`config.mk`:
```
export PLATFORM = sky130hd
export DESIGN_NAME = cmp_bmatch_unit
export DESIGN_NICKNAME = d
export VERILOG_FILES = /design/src/rtl/cmp_bmatch_pkg.sv /design/src/rtl/cmp_word_unit.sv /design/src/rtl/carry_unit.sv /design/src/rtl/lzc_unit.sv /design/src/rtl/bmatch_unit.sv /design/src/rtl/cmp_bmatch_unit.sv
export SDC_FILE = /design/constraint.sdc
export NUM_CORES = 1
export LEC_CHECK = 0
export BUFFER_PORTS_ARGS = -buffer_cell sky130_fd_sc_hd__buf_2
export CAP_MARGIN = 20
export CORE_ASPECT_RATIO = 1.25
export CORE_MARGIN = 2
export CORE_UTILIZATION = 31
export DETAILED_ROUTE_END_ITERATION = 7
export HOLD_SLACK_MARGIN = 0.02
export SYNTH_ARGS = -nofsm -noshare
export SYNTH_HDL_FRONTEND = slang
export SYNTH_SLANG_ARGS = --single-unit
```
`constraint.sdc`:
```
create_clock -name clk -period 3.2 [get_ports clk]
set_input_delay 0.16 -clock clk [delete_from_list [all_inputs] [get_ports clk]]
set_output_delay 0.16 -clock clk [all_outputs]
set_load 0.05 [all_outputs]
```
`src/rtl/cmp_bmatch_pkg.sv`:
```
package cmp_bmatch_pkg;

    typedef enum logic [2:0] {
        OP_CMP_S  = 3'd0,
        OP_CMP_U  = 3'd1,
        OP_CARRY  = 3'd2,
        OP_LZC    = 3'd3,
        OP_BMATCH = 3'd4
    } op_e;

    typedef enum logic {
        ST_IDLE   = 1'b0,
        ST_LOADED = 1'b1
    } state_e;

endpackage

```
`src/rtl/cmp_word_unit.sv`:
```
module cmp_word_unit #(
    parameter int DATA_W = 32
) (
    input  logic              is_unsigned,
    input  logic [DATA_W-1:0] a,
    input  logic [DATA_W-1:0] b,
    output logic [DATA_W-1:0] word
);
    localparam int MSB = DATA_W - 1;

    logic [DATA_W-1:0] diff;
    logic              signs_differ;
    logic              top_bit;

    always_comb begin
        diff         = b + ~a + {{(DATA_W-1){1'b0}}, 1'b1};
        signs_differ = a[MSB] ^ b[MSB];
        top_bit      = is_unsigned ? a[MSB] : b[MSB];
        word         = diff;
        if (signs_differ) begin
            word[MSB] = top_bit;
        end
    end
endmodule

```
`src/rtl/carry_unit.sv`:
```
module carry_unit #(
    parameter int DATA_W = 32
) (
    input  logic [DATA_W-1:0] a,
    input  logic [DATA_W-1:0] b,
    input  logic              cin,
    output logic              cout
);
    logic [DATA_W-1:0] headroom;
    logic [DATA_W-1:0] b_plus_c;
    logic              b_full;

    always_comb begin
        headroom = ~a;
        b_plus_c = b + {{(DATA_W-1){1'b0}}, cin};
        b_full   = &b;
        if (b_full && cin) begin
            cout = 1'b1;
        end else if (headroom < b_plus_c) begin
            cout = 1'b1;
        end else begin
            cout = 1'b0;
        end
    end
endmodule

```
`src/rtl/lzc_unit.sv`:
```
module lzc_unit #(
    parameter int DATA_W = 32,
    parameter int CNT_W  = $clog2(DATA_W + 1)
) (
    input  logic [DATA_W-1:0] a,
    output logic [CNT_W-1:0]  count
);
    logic found;

    always_comb begin
        count = CNT_W'(DATA_W);
        found = 1'b0;
        for (int i = DATA_W - 1; i >= 0; i--) begin
            if (!found && a[i]) begin
                count = CNT_W'(DATA_W - 1 - i);
                found = 1'b1;
            end
        end
    end
endmodule

```
`src/rtl/bmatch_unit.sv`:
```
module bmatch_unit #(
    parameter int DATA_W = 32,
    parameter int LANE_W = 8,
    parameter int LANES  = DATA_W / LANE_W,
    parameter int IDX_W  = $clog2(LANES + 1)
) (
    input  logic [DATA_W-1:0] a,
    input  logic [DATA_W-1:0] b,
    output logic [IDX_W-1:0]  index
);
    logic [LANES-1:0] lane_eq;

    genvar g;
    generate
        for (g = 0; g < LANES; g++) begin : g_lane
            localparam int HI = DATA_W - 1 - g * LANE_W;
            localparam int LO = HI - LANE_W + 1;
            assign lane_eq[g] = (a[HI:LO] == b[HI:LO]);
        end
    endgenerate

    logic hit;

    always_comb begin
        index = '0;
        hit   = 1'b0;
        for (int i = 0; i < LANES; i++) begin
            if (!hit && lane_eq[i]) begin
                index = IDX_W'(i + 1);
                hit   = 1'b1;
            end
        end
    end
endmodule

```
`src/rtl/cmp_bmatch_unit.sv`:
```
module cmp_bmatch_unit
    import cmp_bmatch_pkg::*;
#(
    parameter int DATA_W = 32,
    parameter int LANE_W = 8
) (
    input  logic              clk,
    input  logic              rst_n,
    input  logic              in_valid,
    input  logic [2:0]        op,
    input  logic [DATA_W-1:0] opa,
    input  logic [DATA_W-1:0] opb,
    input  logic              cin,
    output logic              out_valid,
    output logic [DATA_W-1:0] result
);
    localparam int LANES = DATA_W / LANE_W;
    localparam int CNT_W = $clog2(DATA_W + 1);
    localparam int IDX_W = $clog2(LANES + 1);

    logic [DATA_W-1:0] cmp_word;
    logic              carry_out;
    logic [CNT_W-1:0]  lz_count;
    logic [IDX_W-1:0]  match_idx;
    logic [DATA_W-1:0] next_result;
    logic              sel_unsigned;

    state_e state_q, state_d;

    assign sel_unsigned = (op == OP_CMP_U);

    cmp_word_unit #(.DATA_W(DATA_W)) u_cmp (
        .is_unsigned (sel_unsigned),
        .a           (opa),
        .b           (opb),
        .word        (cmp_word)
    );

    carry_unit #(.DATA_W(DATA_W)) u_carry (
        .a    (opa),
        .b    (opb),
        .cin  (cin),
        .cout (carry_out)
    );

    lzc_unit #(.DATA_W(DATA_W), .CNT_W(CNT_W)) u_lzc (
        .a     (opa),
        .count (lz_count)
    );

    bmatch_unit #(
        .DATA_W (DATA_W),
        .LANE_W (LANE_W),
        .LANES  (LANES),
        .IDX_W  (IDX_W)
    ) u_bm (
        .a     (opa),
        .b     (opb),
        .index (match_idx)
    );

    always_comb begin
        case (op)
            OP_CMP_S, OP_CMP_U: next_result = cmp_word;
            OP_CARRY:           next_result = {{(DATA_W-1){1'b0}}, carry_out};
            OP_LZC:             next_result = {{(DATA_W-CNT_W){1'b0}}, lz_count};
            OP_BMATCH:          next_result = {{(DATA_W-IDX_W){1'b0}}, match_idx};
            default:            next_result = '0;
        endcase
    end

    always_comb begin
        state_d = state_q;
        unique case (state_q)
            ST_IDLE:   state_d = in_valid ? ST_LOADED : ST_IDLE;
            ST_LOADED: state_d = in_valid ? ST_LOADED : ST_IDLE;
            default:   state_d = ST_IDLE;
        endcase
    end

    always_ff @(posedge clk) begin
        if (!rst_n) begin
            state_q <= ST_IDLE;
        end else begin
            state_q <= state_d;
        end
    end

    always_ff @(posedge clk) begin
        if (!rst_n) begin
            result <= '0;
        end else if (in_valid) begin
            result <= next_result;
        end
    end

    assign out_valid = (state_q == ST_LOADED);

endmodule

```
==> reports/results.ini, run 1 <==
[status]
outcome=finished, final reports clean

[synth]
ys_top_cells_by_count=ha_1 (64), nand2_1 (46), inv_1 (44), nor2_1 (43), a21oi_1 (41)
synth_compound_area_share_pct=27.2
syn_area_um2=4520
avgSynthCellArea_um2=7.50
synth_cell_type_count=66
synth_top_area_cell=ha_1
synth-edff-count=0
synth_top_family_by_area=compound AO/OA/AOI/OAI gates
synth_top_flop_cell=dfxtp_1
yosysWarnings=0
synth_seq_cells=33
synth_area_leaders=ha_1 (18%), dfxtp_1 (15%), xor2_1 (5.2%), xnor2_1 (4.6%), a21oi_1 (4.5%)
synth_top_area_share_pct=17.7
yosysMostFrequentCell=ha_1
yosys.area_share.simple_pct=25.3
synth-async-reset-ratio_pct=0
syn-instance-count=603
synthXorXnorAreaFrac_pct=9.88
synth_fa_ha_area_share_pct=18.2
yosysSeqAreaShare_pct=14.6
syn_nets=739
muxShareOfSynthArea_pct=0.221

[drt]
drt_iter0_markers=305
dr.pass1.iters=5
drcViolationCount=0
dr_wl_met2_um=7710
dr_wl_met3_um=938
met1_length_um=6300
vias=4940
avgViaCountPerCell=5.57
ant_nets=0
highest_layer=met4
totalWireLength_um=15300
wl_per_cell_um=17.3

[power_and_ir_drop]
leakage_nw=2.43
power.density_nw_per_um2=298
pwr-share-seq_pct=27.1
internal_power_mw=0.987
power_frac_clock_pct=28.8
pwr-share-comb_pct=44.0
p_sw_share_pct=38.8
p_switching_mw=0.625
ir_worst_vdd_mv=0.245
total_power_mw=1.61

[cts]
clockBufferDepth=2
cts_buffers=5
cts_tree=done
cts.sinks=33
clk_pin_slew_ns=0.06
root_buffer=clkbuf_16
h-tree-depth=2
ctsResizeCount=0
clock_latency_ns=0.28
cts_setup_buffers=0
ctsHoldBuffers=0

[sta]
timing.setup.tns_ns=0
worst_clock_skew_ns=0
maxSlewViolCount=0
min_period_over_period_pct=87.1
max-slew-margin-rel_pct=65.5
finalHoldViolCount=0
tightestPinTransition_ns=0.513
rsz0062_at_grt=no
period_needed_ns=2.79
max_freq_mhz=359
setup_viol=0

[setup_path]
arrival_ns=3.00
crit_slowest_cell=nor3_2
cp_top_family=simple AND/OR/NAND/NOR gates
slowest_delay_ns=0.30
critPathRequiredTime_ns=3.41
crit_path_max_fanout=4
path_buf_inv=1
startpoint_type=primary input
crit_path_end_kind=flop
cp_cell_sequence=buf_2 -> nand3_1 -> nor2_1 -> nand4_1 -> nor3_2 -> nand2_1 -> nor2_1 -> xnor2_1 -> ha_1 -> a21o_1 -> a21o_1 -> a21oi_1 -> o21a_1 -> o21ai_0 -> nor3_1 -> a21oi_1 -> o21ai_1
worstSetupPathType=in2reg

[finish]
area_delta_synth_final_pct=19.5
final_core_util_pct=37.7
diodes=0
num-nets-final=844
final_cells=887
drive_gt1_share_pct=18.2

[global_routing]
grt_max_degree=20
grt_usage_pct=19.6
antenna_found_initial=0
grt_pass1_vias=4801
gr-total-overflow=0
grt_pass1_wl_um=24500

[job]
maxCapViolations=0

[floorplan]
dieArea_um2=15600
initial_core_util_pct=31.5
chipWidth_um=112
die_height_um=139
io_pins=104
coreArea_um2=14300
num_rows=49

[placement]
dp.cells=879
gp_congestion=0.897
port_buffers=103
dpl.hpwl_um=12900

[worst_hold_path]
min_path_type=in2reg

[final timing paths]
path | from | endpoint | slack (ns) | depth (start not counted)
setup / recovery | opb[9] | result[0] | 0.41 | 17
setup reg to reg | result[0] | result[0] | 2.24 | 3
hold reg to reg | result[20] | result[20] | 0.44 | 2
hold / removal | in_valid | result[1] | 0.18 | 2
[layout make-up]
| cell class | count | area, um2 |
|---|---|---|
| flip-flops and latches | 33 | 661 |
| fillers | 1559 | 8940 |
| well taps | 178 | 223 |
| multi-input cells | 515 | 3660 |
| repair buffers | 109 | 561 |
| inverters | 44 | 165 |
| clock buffers | 8 | 136 |
[kinds of logic (layout without fill, tap and decap cells)]
logic type | after synthesis | count (layout)
AOI/OAI and AO/OA | 178 | 178
xor gates and xnor gates | 51 | 51
adders and majority gates | 65 | 65
buffers and inverters | 55 | 161
DFF | 33 | 33
muxes | 1 | 1
and+or+nand+nor | 220 | 220
[worst reg2reg max path: stages (launching register included)]
cell	delay [ns]
dfxtp_1	0.34
a211oi_1	0.28
a21bo_2	0.17
o21ai_1	0.06
[metal layers]
metal	global-route usage, %	vias to the layer above
met4	5.13	0
li1	-	2461
met3	3.80	29
met1	23.4	2271
met2	35.7	179
met5	0	-
[power groups by stage]
| stage | combinational [mW] | sequential (mW) | clock (mW) |
|---|---|---|---|
| after CTS | 0.709 | 0.438 | 0.477 |
| after global routing | 0.787 | 0.439 | 0.491 |
| final | 0.710 | 0.437 | 0.465 |
| after global placement | 0.705 | 0.446 | 0 |
| after detailed placement | 0.705 | 0.446 | 0 |
| after floorplan | 0.421 | 0.504 | 0 |
[registers in the layout (all words and copies together) (netlist names)]
register / flops
out_valid: 1
result: 32
[placed cells by master, fill, tap and decap left out, types with 5 or more instances in the layout]
master	count
clkbuf_16	5
a21boi_0	5
and2_1	10
a21o_1	16
o21bai_1	5
nand2b_1	6
a211oi_1	9
o21a_1	8
nor2b_1	7
xor2_1	27
a211o_1	5
nor4_1	8
and3_1	7
nand4_1	16
nand3_1	32
buf_4	6
xnor2_1	24
a22o_1	7
ha_1	64
nor2_1	43
buf_2	103
nor3_1	14
a31oi_1	5
dfxtp_1	33
or3_1	7
a21oi_1	41
nand2_1	46
o21ai_0	31
inv_1	44
[metrics by stage]
stage / hold slack, ns / worst slack, ns / cell area (um2)
after floorplan: 0.250 / 0.460 / 4520
after global placement: 0.441 / 0.190 / 5260
after detailed placement: 0.439 / 0.0654 / 5260
after CTS: 0.173 / 0.345 / 5400
after global routing: 0.174 / 0.175 / 5400
final: 0.180 / 0.414 / 5400
No activity file was read; power rests on OpenSTA's default activity.
==> inputs of run 2 (changes only) <==
--- a/config.mk
+++ b/config.mk
@@ -5,11 +5,13 @@
 export SDC_FILE = /design/constraint.sdc
 export NUM_CORES = 1
 export LEC_CHECK = 0
+export ABC_AREA = 1
 export BUFFER_PORTS_ARGS = -buffer_cell sky130_fd_sc_hd__buf_2
 export CAP_MARGIN = 20
 export CORE_ASPECT_RATIO = 1.25
 export CORE_MARGIN = 2
 export CORE_UTILIZATION = 31
+export CTS_BUF_LIST = sky130_fd_sc_hd__clkbuf_16
 export DETAILED_ROUTE_END_ITERATION = 7
 export HOLD_SLACK_MARGIN = 0.02
 export SYNTH_ARGS = -nofsm -noshare
==> run 2 against run 1 <==
  * The run now ends with design-rule violations left
  * Sequential power is 2% lower
  * Combinational power hardly changed
  * Flip-flop and latch count did not move
  * Hold slack got worse by 0.059 ns
  * Register-to-register slack improved by 0.12 ns
  * Cell count increased by 20%
  * Critical path type unchanged
  * Largest power group unchanged
==> reports/results.ini, run 2 <==
[cts]
cts_tree=done
clockBufferDepth=2  ; unchanged
clk_pin_slew_ns=0.05  ; about the same
root_buffer=clkbuf_16
h-tree-depth=2  ; unchanged
cts.sinks=33  ; unchanged
ctsHoldBuffers=0  ; unchanged
cts_buffers=5  ; unchanged
clock_latency_ns=0.27  ; about the same

[synth]
synth_cell_type_count=45  ; -32%
syn-instance-count=720  ; +19%
yosysWarnings=0  ; unchanged
synth_area_leaders=ha_1 (17%), dfxtp_1 (14%), nand2_1 (11%), a21oi_1 (11%), inv_1 (8.6%)
synth-async-reset-ratio_pct=0  ; unchanged
synth-edff-count=0  ; unchanged
synth_top_area_share_pct=17.4  ; -0.36 points
avgSynthCellArea_um2=6.41  ; -15%
yosysSeqAreaShare_pct=14.3  ; -0.29 points
syn_nets=856  ; +16%
ys_top_cells_by_count=nand2_1 (139), inv_1 (106), a21oi_1 (104), ha_1 (64), nor2_1 (42)
synth_seq_cells=33  ; unchanged
yosysMostFrequentCell=nand2_1
syn_area_um2=4610  ; +2.0%
synth_top_area_cell=ha_1
synth_top_flop_cell=dfxtp_1

[floorplan]
dieArea_um2=15900  ; +2.0%
initial_core_util_pct=31.9  ; +0.37 points
die_height_um=140  ; +0.99%
chipWidth_um=113  ; +0.98%
num_rows=49  ; unchanged
coreArea_um2=14500  ; +0.85%
io_pins=104  ; unchanged

[sta]
finalHoldViolCount=0  ; unchanged
maxSlewViolCount=0  ; unchanged
max_freq_mhz=318  ; -11%
max-slew-margin-rel_pct=34.4  ; -31 points
period_needed_ns=3.14  ; +0.359 ns
setup_ws_ns=0.0556  ; -0.359 ns
min_period_over_period_pct=98.3  ; +11 points
tightestPinTransition_ns=0.982  ; +0.469 ns
worst_clock_skew_ns=0  ; unchanged
rsz0062_at_grt=yes
setup_viol=0  ; unchanged

[finish]
final_cell_mix=nand2_1 (138), inv_1 (107), buf_2 (103)
drive_gt1_share_pct=26.4  ; +8.2 points
area_delta_synth_final_pct=31.5
final_cells=1068  ; +20%
num-nets-final=1025  ; +21%
top_register=result
multi_input_area_um2=3620  ; -0.86%
diodes=0  ; unchanged
largest_reg_flops=32  ; unchanged
layout_commonest_cell=nand2_1
fill_cells=1563  ; +0.26%
regArea_um2=661  ; unchanged

[worst_hold_path]
min_path_type=in2reg
min_path_cells=3  ; +1
min_to=out_valid
hp-start=rst_n

[setup_path]
cp_top_family=simple AND/OR/NAND/NOR gates
cp_cell_sequence=buf_2 -> ha_4 -> nand3_2 -> nor4_1 -> inv_1 -> nor2_2 -> nand4_1 -> nor3_2 -> nand3_2 -> nor3_4 -> nand3_2 -> buf_4 -> nor2_2 -> xnor2_1 -> ha_1 -> a21oi_1 -> o221ai_1 -> a21oi_1 -> nand2_2 -> a21oi_2 -> a211oi_1 -> nand2_1 -> nand2_1 -> a21oi_2
slowest_delay_ns=0.28  ; -0.02 ns
crit_top_cell=nand3_2
worstSetupPathType=in2reg
arrival_ns=3.34  ; +0.34 ns
crit_path_end_kind=flop
rrSetupSlack_ns=2.36  ; +0.12 ns
reg2reg_depth=2  ; -1
r2r_start=result[1]
crit_path_max_fanout=3  ; -1
critPathRequiredTime_ns=3.40  ; about the same
path_buf_inv=3  ; +2
crit_slowest_cell=ha_1
rr_endpoint=result[1]
cp-startpoint=opb[0]
startpoint_type=primary input

[drt]
drt_iter0_markers=350  ; +15%
vias=5460  ; +11%
dr.pass1.iters=7  ; +2
totalWireLength_um=16000  ; +4.3%
avgViaCountPerCell=5.11  ; -8.2%
wl_per_cell_um=15.0  ; -13%
ant_nets=0  ; unchanged
drcViolationCount=8  ; +8

[power_and_ir_drop]
power.density_nw_per_um2=261  ; -13%
p_sw_share_pct=38.1  ; -0.65 points
power_frac_clock_pct=28.0  ; -0.8 points
pwr-share-comb_pct=44.8  ; +0.8 points
ir_worst_vdd_mv=0.226  ; -7.6%
leakage_nw=3.08  ; +26%
pwr-share-seq_pct=27.2  ; about the same
p_switching_mw=0.602  ; -3.6%
internal_power_mw=0.979  ; -0.90%

[job]
maxCapViolations=0  ; unchanged

[global_routing]
gr-total-overflow=0  ; unchanged
grt_pass1_wl_um=25600  ; +4.3%
grt_usage_pct=19.8  ; +0.25 points
grt_pass1_vias=5361  ; +12%
grt_max_degree=35  ; +75%
antenna_found_initial=0  ; unchanged

[placement]
gp_congestion=0.903  ; +0.68%
port_buffers=103  ; unchanged
dpl.hpwl_um=13700  ; +6.1%
dp.cells=1057  ; +20%
dp_slack_ns=-0.598  ; -0.663 ns

[status]
outcome=finished with violations
violations=design-rule violations

-- run 2: cell count changes in the layout (fill, tap and decap cells not counted), sizes merged, moves of 10 or more --
cell / previous run / this run
nor2: 44 / 57
and2: 10 / 0
buf: 109 / 170
a21o: 16 / 5
inv: 44 / 107
o21ai: 36 / 46
nand2: 46 / 139
xnor2: 24 / 5
nand4: 17 / 31
a21oi: 43 / 107
-- run 2: worst max path at each step --
stage                     depth (start not counted)  slack (ns)        end
after floorplan                                  24        0.04  result[0]
after detailed placement                         25       -0.60  result[0]
after CTS                                        24       0.002  result[0]
after global placement                           25       -0.58  result[0]
after global routing                             25       -0.28  result[0]
final                                            24        0.06  result[0]
-- run 2: layout make-up --
type	count	area share (%)
clock inverters	3	0.227
flip-flops and latches	33	10.9
inverters	107	6.62
repair buffers	170	16.8
multi-input cells	572	59.7
clock buffers	5	2.06
well taps	178	3.67
-- run 2: timing repair --
item                       in CTS  in global routing
gates cloned                    0                  0
buffers inserted                1                  2
setup endpoints to repair       1                  5
resized for setup              12                 11
pin swaps                       1                  7
-- run 2: cells by family after synthesis --
logic type | count (synthesis) | synth area share [%]
AOI/OAI and AO/OA | 195 | 24.5
and+or+nand+nor | 284 | 28.7
xor gates and xnor gates | 28 | 5.32
adders and majority gates | 65 | 17.8
DFF | 33 | 14.3
buffers and inverters | 115 | 9.36
-- run 2: power groups by stage --
stage / combinational [mW] / clock (mW) / sequential, mW
final: 0.708 / 0.443 / 0.429
after global placement: 0.683 / 0 / 0.437
after global routing: 0.792 / 0.482 / 0.430
after detailed placement: 0.687 / 0 / 0.438
after CTS: 0.696 / 0.454 / 0.429
after floorplan: 0.375 / 0 / 0.478
-- run 2: worst min-delay path, delay by kind of cell --
kind                   cells  cell delay [ns]
AND/OR/NAND/NOR            1             0.05
buffers and inverters      2             0.15
-- run 2: through the flow --
step	util [%]	area, um2	power, mW	setup TNS (ns)	hold slack [ns]
after CTS	41.6	6010	1.58	0	0.123
after global placement	40.2	5810	1.12	-0.974	0.396
after detailed placement	40.2	5810	1.12	-0.945	0.399
after floorplan	-	4620	0.853	0	0.253
final	41.9	6070	1.58	0	0.121
after global routing	41.9	6070	1.70	-0.291	0.161
-- run 2: per-layer routing --
metal	vias to the layer above	track usage (%)	wire (um)
met5	-	0	0
met3	21	2.12	691
met1	2473	23.1	6630
li1	2819	-	-
met2	147	38.5	8400
met4	0	4.11	252
